--- src/rtl/swfc_pkg.sv ---
// Shared definitions for the software flow controller.
// Assumes 8-bit characters on every character path.
package swfc_pkg;
    localparam int CHAR_W = 8;
    localparam int NREG   = 4;

    typedef enum logic [1:0] {
        SEL_ON1  = 2'd0,
        SEL_ON2  = 2'd1,
        SEL_OFF1 = 2'd2,
        SEL_OFF2 = 2'd3
    } xsel_e;

    typedef logic [CHAR_W-1:0] char_t;

    // Bit mask for the programmed word length (5..8 bits)
    function automatic char_t len_mask(input logic [1:0] wl);
        case (wl)
            2'd0:    len_mask = char_t'(8'h1F);
            2'd1:    len_mask = char_t'(8'h3F);
            2'd2:    len_mask = char_t'(8'h7F);
            default: len_mask = char_t'(8'hFF);
        endcase
    endfunction

    // Masked equality of a received character and a register
    function automatic logic ch_eq(input char_t a, input char_t b, input char_t m);
        ch_eq = ((a ^ b) & m) == '0;
    endfunction
endpackage

--- src/rtl/swfc_regs.sv ---
// Holds the four flow-control characters (start-1/2, stop-1/2).
// Assumes one write per cycle; all entries clear to zero on reset.
module swfc_regs
    import swfc_pkg::*;
(
    input  logic        clk,
    input  logic        rst_n,
    input  logic        we,
    input  logic [1:0]  sel,
    input  char_t       wdata,
    output char_t       on1,
    output char_t       on2,
    output char_t       off1,
    output char_t       off2
);
    char_t bank [NREG];

    for (genvar i = 0; i < NREG; i++) begin : g_reg
        // Load entry i when selected, clear on reset
        always_ff @(posedge clk) begin
            if (!rst_n)
                bank[i] <= '0;
            else if (we && sel == 2'(i))
                bank[i] <= wdata;
        end
    end

    assign on1  = bank[SEL_ON1];
    assign on2  = bank[SEL_ON2];
    assign off1 = bank[SEL_OFF1];
    assign off2 = bank[SEL_OFF2];
endmodule

--- src/rtl/swfc_match.sv ---
// Receive-side matcher: filters start/stop characters, tracks the
// suspended state, handles pair sequences and special-character mode.
// Assumes rx_valid is never high in two consecutive cycles (a serial
// receiver delivers characters many cycles apart), which leaves a free
// cycle for the second write after a broken pair.
module swfc_match
    import swfc_pkg::*;
(
    input  logic        clk,
    input  logic        rst_n,
    input  logic        en,
    input  logic        dual,
    input  logic        special,
    input  logic [1:0]  wlen,
    input  logic        clr,
    input  char_t       on1,
    input  char_t       on2,
    input  char_t       off1,
    input  char_t       off2,
    input  logic        rx_valid,
    input  char_t       rx_data,
    output logic        wr,
    output char_t       wdata,
    output logic        stopped,
    output logic        spec_flag
);
    char_t mask;
    char_t hold_data;
    char_t pend_data;
    logic  hold_vld;
    logic  hold_off;
    logic  pend_vld;
    char_t want2;

    assign mask  = len_mask(wlen);
    assign want2 = hold_off ? off2 : on2;

    // Character classification, FIFO delivery and suspend-state update
    always_ff @(posedge clk) begin
        if (!rst_n) begin
            wr        <= 1'b0;
            wdata     <= '0;
            stopped   <= 1'b0;
            spec_flag <= 1'b0;
            hold_vld  <= 1'b0;
            hold_off  <= 1'b0;
            hold_data <= '0;
            pend_vld  <= 1'b0;
            pend_data <= '0;
        end else begin
            wr <= 1'b0;
            if (clr)
                spec_flag <= 1'b0;
            if (pend_vld) begin
                wr       <= 1'b1;
                wdata    <= pend_data;
                pend_vld <= 1'b0;
            end
            if (!en || special) begin
                stopped  <= 1'b0;
                hold_vld <= 1'b0;
            end
            if (rx_valid) begin
                if (special) begin
                    wr    <= 1'b1;
                    wdata <= rx_data;
                    if (ch_eq(rx_data, off2, mask))
                        spec_flag <= 1'b1;
                end else if (!en) begin
                    wr    <= 1'b1;
                    wdata <= rx_data;
                end else if (!dual) begin
                    if (ch_eq(rx_data, off1, mask))
                        stopped <= 1'b1;
                    else if (ch_eq(rx_data, on1, mask))
                        stopped <= 1'b0;
                    else begin
                        wr    <= 1'b1;
                        wdata <= rx_data;
                    end
                end else if (hold_vld) begin
                    hold_vld <= 1'b0;
                    if (ch_eq(rx_data, want2, mask))
                        stopped <= hold_off;
                    else begin
                        wr        <= 1'b1;
                        wdata     <= hold_data;
                        pend_vld  <= 1'b1;
                        pend_data <= rx_data;
                    end
                end else if (ch_eq(rx_data, off1, mask)) begin
                    hold_vld  <= 1'b1;
                    hold_off  <= 1'b1;
                    hold_data <= rx_data;
                end else if (ch_eq(rx_data, on1, mask)) begin
                    hold_vld  <= 1'b1;
                    hold_off  <= 1'b0;
                    hold_data <= rx_data;
                end else begin
                    wr    <= 1'b1;
                    wdata <= rx_data;
                end
            end
        end
    end
endmodule

--- src/rtl/swfc_inject.sv ---
// Transmit-side injector: watches the receive FIFO level against the
// trigger level and queues one stop or start sequence per crossing.
// Assumes the transmitter only accepts (inj_ready) between characters.
module swfc_inject
    import swfc_pkg::*;
#(
    parameter int LVL_W = 8
) (
    input  logic             clk,
    input  logic             rst_n,
    input  logic             en,
    input  logic             dual,
    input  logic [LVL_W-1:0] level,
    input  logic [LVL_W-1:0] trig,
    input  char_t            on1,
    input  char_t            on2,
    input  char_t            off1,
    input  char_t            off2,
    input  logic             tx_busy,
    input  logic             ready,
    output logic             valid,
    output char_t            data
);
    logic       above;
    logic       lvl_hi;
    logic [1:0] left;
    logic       idx;
    logic       kind_off;

    assign lvl_hi = level >= trig;
    assign valid  = (left != 2'd0) && !tx_busy;
    assign data   = kind_off ? (idx ? off2 : off1) : (idx ? on2 : on1);

    // Track the threshold side and step through the queued sequence
    always_ff @(posedge clk) begin
        if (!rst_n) begin
            above    <= 1'b0;
            left     <= 2'd0;
            idx      <= 1'b0;
            kind_off <= 1'b0;
        end else begin
            above <= lvl_hi;
            if (!en) begin
                left <= 2'd0;
            end else if (lvl_hi != above) begin
                left     <= dual ? 2'd2 : 2'd1;
                idx      <= 1'b0;
                kind_off <= lvl_hi;
            end else if (valid && ready) begin
                left <= left - 2'd1;
                idx  <= 1'b1;
            end
        end
    end
endmodule

--- src/rtl/swfc_top.sv ---
// Software flow controller top: character registers, receive matcher,
// level-driven injector, transmit pause gating and interrupt output.
// Assumes a transmitter that samples tx_pause before starting a FIFO
// character and raises tx_busy for the whole character time.
module swfc_top
    import swfc_pkg::*;
#(
    parameter int LVL_W = 8
) (
    input  logic             clk,
    input  logic             rst_n,
    input  logic             cfg_we,
    input  logic [1:0]       cfg_sel,
    input  logic [7:0]       cfg_wdata,
    input  logic             flow_en,
    input  logic             dual_mode,
    input  logic             special_mode,
    input  logic [1:0]       word_len,
    input  logic [1:0]       irq_en,
    input  logic             flag_clr,
    input  logic             rx_valid,
    input  logic [7:0]       rx_data,
    output logic             fifo_wr,
    output logic [7:0]       fifo_data,
    input  logic [LVL_W-1:0] rx_level,
    input  logic [LVL_W-1:0] trig_level,
    input  logic             tx_busy,
    output logic             tx_pause,
    output logic             inj_valid,
    output logic [7:0]       inj_data,
    input  logic             inj_ready,
    output logic             flow_stopped,
    output logic             special_seen,
    output logic             irq
);
    char_t on1, on2, off1, off2;

    swfc_regs u_regs (
        .clk   (clk),
        .rst_n (rst_n),
        .we    (cfg_we),
        .sel   (cfg_sel),
        .wdata (cfg_wdata),
        .on1   (on1),
        .on2   (on2),
        .off1  (off1),
        .off2  (off2)
    );

    swfc_match u_match (
        .clk       (clk),
        .rst_n     (rst_n),
        .en        (flow_en),
        .dual      (dual_mode),
        .special   (special_mode),
        .wlen      (word_len),
        .clr       (flag_clr),
        .on1       (on1),
        .on2       (on2),
        .off1      (off1),
        .off2      (off2),
        .rx_valid  (rx_valid),
        .rx_data   (rx_data),
        .wr        (fifo_wr),
        .wdata     (fifo_data),
        .stopped   (flow_stopped),
        .spec_flag (special_seen)
    );

    swfc_inject #(.LVL_W(LVL_W)) u_inject (
        .clk     (clk),
        .rst_n   (rst_n),
        .en      (flow_en),
        .dual    (dual_mode),
        .level   (rx_level),
        .trig    (trig_level),
        .on1     (on1),
        .on2     (on2),
        .off1    (off1),
        .off2    (off2),
        .tx_busy (tx_busy),
        .ready   (inj_ready),
        .valid   (inj_valid),
        .data    (inj_data)
    );

    // Pause the transmitter only once the character in flight has ended
    always_ff @(posedge clk) begin
        if (!rst_n)
            tx_pause <= 1'b0;
        else if (!flow_stopped)
            tx_pause <= 1'b0;
        else if (!tx_busy)
            tx_pause <= 1'b1;
    end

    assign irq = (irq_en[0] && flow_stopped) || (irq_en[1] && special_seen);
endmodule

--- config.mk ---
export PLATFORM = sky130hd
export DESIGN_NAME = swfc_top
export DESIGN_NICKNAME = d
export VERILOG_FILES = /design/src/rtl/swfc_pkg.sv /design/src/rtl/swfc_regs.sv /design/src/rtl/swfc_match.sv /design/src/rtl/swfc_inject.sv /design/src/rtl/swfc_top.sv
export SDC_FILE = /design/constraint.sdc
export NUM_CORES = 1
export LEC_CHECK = 0
export ABC_AREA = 0
export BUFFER_PORTS_ARGS = -buffer_cell sky130_fd_sc_hd__buf_2
export CAP_MARGIN = 25
export CORE_ASPECT_RATIO = 1.2
export CORE_MARGIN = 4
export CORE_UTILIZATION = 60
export CTS_BUF_LIST = sky130_fd_sc_hd__clkbuf_4
export CTS_CLUSTER_SIZE = 8
export DETAILED_ROUTE_END_ITERATION = 8
export PLACE_DENSITY = 0.85
export SETUP_SLACK_MARGIN = 0.02
export SYNTH_ARGS = -nofsm -noshare
export SYNTH_HDL_FRONTEND = slang
export SYNTH_HIERARCHICAL = 1
export SYNTH_SLANG_ARGS = --single-unit
--- constraint.sdc ---
create_clock -name clk -period 3.65 [get_ports clk]
set_input_delay 0.5475 -clock clk [delete_from_list [all_inputs] [get_ports clk]]
set_output_delay 0.5475 -clock clk [all_outputs]
set_load 0.05 [all_outputs]
# Word-level counts from Yosys, hierarchy flattened
# Memory sizes are Yosys's and may differ from the RTL's.
# Cells that the tools add are included.
# Widths: inputs -> output; s select.
# op_classes
add_sub_neg,1
n_lt_le_gt_ge,1
eq_ne,6
mux,71
bitwise,19
n_reduce_logical,28
# op_table
cell,n
$mux 8,19
$mux 1,48
$and 8x8->8,4
$logic_not 8->1,4
$xor 8x8->8,4
$pmux 8 s3,1
$reduce_and 6->1,2
$ge 8x8->1,1
$logic_and 1x1->1,8
$reduce_and 2->1,4
$not 1->1,7
$eq 2x2->1 const B,3
$mux 2,3
$reduce_bool 2->1,3
$reduce_or 6->1,1
$eq 2x1->1 const B,2
$logic_not 2->1,2
$or 1x1->1,4
$logic_not 1->1,2
$logic_or 1x1->1,2
$sub 2x1->2 const B,1
$ne 1x1->1,1
# totals
regBits,36
mem_bits_rw,32
out_inout_bits,22
word_cells,141
mem_count,1
# memory_table
name,words,width,read_ports,rd_ports_with_merged_regs,write_ports,line,text
u_regs.bank,4,8,4,0,4,swfc_regs.sv:16,char_t bank [NREG];

# Longest topological paths before layout
# depth
depth_word,11
ltp_mapped,8
ltp_nobuf,7

# Cells and area by module
# Netlist, hierarchy kept.
# by_module_without_submodules
mod,instances,cells_per_inst,area_per_inst_um2,seq_area_each_um2
swfc_match,1,230,2094.5,600.6
swfc_regs,1,75,1249.9,960.9
swfc_inject,1,69,646.9,100.1
swfc_top,1,5,41.3,20.0

# Worst setup path after synthesis
# Ideal clock, no wire load.
# synth_path
kind,input-to-reg
from,input rx_level[0]
to,register u_inject.left[0]
arrival_ns,2.157
required_time_ns,3.532
setup_slack_ns,1.376
cell_stages,7
path_cell_list,inv_1 > ha_1 > nand2b_4 > a2111o_1 > a32o_1 > or3b_1 > o2111a_1
# synth_between
elab_chain_len,3
# synth_rtl
item,line,text
start: declaration,swfc_top.sv:25,"input logic [LVL_W-1:0] rx_level,"
$ge 8x8->1 *,swfc_inject.sv:30,assign lvl_hi = level >= trig;
$ne 1x1->1 *,swfc_inject.sv:45,end else if (lvl_hi != above) begin
$mux 2 or $reduce_bool 2->1 (tied branches),n/a,
end signal: assignment,swfc_inject.sv:46,left <= dual ? 2'd2 : 2'd1;
end signal: assignment,swfc_inject.sv:50,left <= left - 2'd1;
end: declaration,swfc_inject.sv:26,logic [1:0] left;
# Mark *: on every way between the ends. The rest lies on a longest branch, timed or not.
# A chain may end at the register's enable or synchronous reset.

# Worst setup path in the final report
# layout_path
from,register u_inject.idx
to,output inj_data[4]
# layout_between
elab_chain_len,2
# layout_rtl
item,line,text
start: declaration,swfc_inject.sv:27,logic idx;
start signal: assignment,swfc_inject.sv:39,idx <= 1'b0;
start signal: assignment,swfc_inject.sv:47,idx <= 1'b0;
start signal: assignment,swfc_inject.sv:51,idx <= 1'b1;
$mux 8,swfc_inject.sv:32,assign data = kind_off ? (idx ? off2 : off1) : (idx ? on2 : on1);
$mux 8 *,swfc_inject.sv:32,
end: declaration,swfc_top.sv:30,"output logic [7:0] inj_data,"
# Marked as above.

==> results.sh <==
export IMPL_outcome="finished clean"
export IMPL_diodes=0
export IMPL_hold_path_class="input port to flip-flop"
export IMPL_crit_path_max_incr_delay_ns=0.73
export IMPL_synth_main_ff_cell="dfxtp_1"
export IMPL_die_width_um=82.84
export IMPL_die_area_um2=8102
export IMPL_synth_top_cell_area_share_pct=23.83
export IMPL_slowest_stage="dfxtp_1"
export IMPL_power_leakage_nw=1.853
export IMPL_ys_async_sr_fraction_pct=0
export IMPL_use_met2_pct=42.59
export IMPL_first_pass_iters=5
export IMPL_die_h_um=97.81
export IMPL_synth_seq_area_share_pct=41.70
export IMPL_crit_required_ns=3.10
export IMPL_synthCells=379
export IMPL_hold_viol=0
export IMPL_synth_ff_latch_count=68
export IMPL_met3_usage_pct=5.148
export IMPL_reg2reg_from="u_match/hold_off$_SDFFE_PN0P_"
export IMPL_routedWlPerCell_um=17.35
export IMPL_fillerInstances=536
export IMPL_yosysWarnings=6
export IMPL_path_cells="mux4_2 -> buf_2"
export IMPL_crit_start="u_inject/idx$_SDFFE_PN0P_"
export IMPL_finalSetupTns_ns=0
export IMPL_numPortBuffers=69
export IMPL_cts_inserted_buffers=9
export IMPL_internal_power_w=0.001243
export IMPL_max_freq_ghz=0.3952
export IMPL_grt_max_degree=27
export IMPL_use_met1_pct=26.35
export IMPL_drt_iter0_markers=231
export IMPL_core_region_area_um2=6486
export IMPL_cts_max_path_buffers=2
export IMPL_synth_edf_count=32
export IMPL_hold_path_startpoint="tx_busy"
export IMPL_power_density_nw_per_um2=386.5
export IMPL_cts_hold_buffers=0
export IMPL_layout_drive_gt1_share_pct=27.21
export IMPL_cts_max_level=3
export IMPL_worstPathArrival_ns=1.98
export IMPL_p_comb_share_pct=18.9
export IMPL_syn_area_per_cell_um2=10.64
export IMPL_postLayoutCoreUtil_pct=70.27
export IMPL_initial_core_util_pct=62.17
export IMPL_drc_errors=0
export IMPL_ys_types=68
export IMPL_layout_nets=504
export IMPL_clk_latency_ns=0.42
export IMPL_seq_power_share_pct=49.3
export IMPL_clockRootBuffer="clkbuf_4"
export IMPL_syn_area_um2=4033
export IMPL_cap_violations=0
export IMPL_cp_start_kind="flip-flop"
export IMPL_grt_busiest_layer="met2"
export IMPL_antenna_found_initial=0
export IMPL_max_slew_margin_pct=56.90
export IMPL_post_cts_buffers=0
export IMPL_ant_nets=0
export IMPL_slew_violations=0
export IMPL_area_delta_synth_final_pct=13.03
export IMPL_crit_type="flip-flop to output port"
export IMPL_overflow=0
export IMPL_vdd_drop_max_mv=0.3463
export IMPL_skew_ns=0.02177
export IMPL_grt_pass1_vias=3245
export IMPL_detailedPlacementHpwl_mm=7.040
export IMPL_rsz0062_at_grt="false"
export IMPL_yosysTopAreaCell="edfxtp_1"
export IMPL_setup_viol=0
export IMPL_whs_ns=0.3153
export IMPL_grt_usage_pct=23.62
export IMPL_io_pins=70
export IMPL_fin_crit_ns=2.531
export IMPL_routed_wl_mm=9.318
export IMPL_p_clk_share_pct=31.8
export IMPL_switching_share_pct=29.45
export IMPL_cts_resized=0
export IMPL_grt_first_pass_wirelength_mm=15.44
export IMPL_clk_pin_slew_worst_paths_ns=0.11
export IMPL_p_total_w=0.001762
export IMPL_vias_per_cell=5.946
export IMPL_worstPathMaxFanout=9
export IMPL_vias=3193
export IMPL_cts_tree="yes"
export IMPL_endpoint_kind="output port"
export IMPL_tightest_slew_ns=0.6464
export IMPL_row_count=32
export IMPL_syn_nets=436
export IMPL_cts_sinks=68
export IMPL_gp_congestion=0.9024
export IMPL_finalCritPeriodShare_pct=69.33
export IMPL_p_switching_w=0.0005188
export IMPL_synth_area_leaders="edfxtp_1 24%, dfxtp_1 18%, xor2_1 5.9%, mux2i_1 5.7%, and2_1 5.1%"
[logic make-up (layout without fill, tap and decap cells)]
| kind of cell | count (synthesis) | after routing | share of synthesized area (%) |
|---|---|---|---|
| AOI/OAI and AO/OA | 70 | 70 | 12.91 |
| xor gates and xnor gates | 32 | 32 | 7.509 |
| adders and majority gates | 9 | 9 | 2.792 |
| buffers and inverters | 36 | 109 | 4.964 |
| DFF | 68 | 68 | 41.70 |
| muxes | 38 | 38 | 12.13 |
| and+or+nand+nor | 126 | 126 | 18.00 |
[layer usage]
metal	wire (um)	part of all wire, %
met5	0	0
met4	254	2.7
met3	478	5.1
met2	4971	53
met1	3613	39
[flip-flops by register name, indices dropped and copies added, names as in the netlist, 2 cells and up]
| signal | flops |
|---|---|
| u_inject/left | 2 |
| u_match/hold_data | 8 |
| u_match/pend_data | 8 |
| u_match/wdata | 8 |
| u_regs/bank | 32 |
[synth_stat cells (all sizes together) (3+ instances only)]
master / number
mux4: 8
mux2: 7
nor4b: 3
dfxtp: 36
o2111ai: 4
nand2: 20
buf: 11
clkbuf: 6
mux2i: 23
nand2b: 4
nor3b: 5
nor2: 33
edfxtp: 32
o2111a: 3
nand3: 9
inv: 17
a221o: 3
ha: 9
and2: 33
xor2: 30
nor3: 4
a31oi: 5
o21ai: 13
a21oi: 19
[worst paths after layout]
kind	to	slack (ns)	cells past startpoint
worst max-delay path	inj_data[4]	1.12	2
worst min register to register	tx_pause$_SDFFE_PN0N_	0.45	2
worst min-delay path	tx_pause$_SDFFE_PN0N_	0.32	2
worst max register to register	u_match/wdata[0]$_SDFF_PN0_	1.24	6
[power by group through the flow]
stage / Sequential [W] / Clock, W / Combinational, W
5_1_grt: 0.000873 / 0.000605 / 0.000361
2_1_floorplan: 0.000896 / 0 / 0.000223
6_report: 0.000868 / 0.000560 / 0.000333
4_1_cts: 0.000869 / 0.000570 / 0.000332
3_5_place_dp: 0.000886 / 0 / 0.000330
3_3_place_gp: 0.000883 / 0 / 0.000321
[per-stage QoR]
| stage | instance area (um^2) | worst slack, ns | instances |
|---|---|---|---|
| after CTS | 4558 | 1.072 | 537 |
| after detailed placement | 4394 | 1.218 | 521 |
| after global placement | 4382 | 1.259 | 519 |
| after floorplan | 4033 | 1.376 | 379 |
| after global routing | 4558 | 0.9754 | 537 |
| final | 4558 | 1.119 | 537 |
[worst max-delay path, delay by kind of cell, from the launching register on]
kind / cells / cell delay (ns)
buffers and inverters: 1 / 0.23
flip-flops: 1 / 0.73
multiplexers: 1 / 0.60
[area by class of cell]
type / instances / area, um^2 / share of cell area [%]
multi-input combinational: 275 / 2151 / 47.19
sequential: 68 / 1682 / 36.89
timing repair buffer: 75 / 387.9 / 8.509
tap: 85 / 106.4 / 2.333
clock inverter: 6 / 88.84 / 1.949
clock buffer: 10 / 75.07 / 1.647
inverter: 18 / 67.56 / 1.482
[placed cells by master, fill, tap and decap left out, types with 10 or more instances in the layout]
cell	count
clkbuf_4	10
a21oi_1	19
xor2_1	27
inv_1	17
and2_1	33
dfxtp_1	36
nor2_1	33
o21ai_0	12
nand2_1	20
edfxtp_1	32
buf_2	70
mux2i_1	23
No activity file was read; power rests on OpenSTA's default activity.
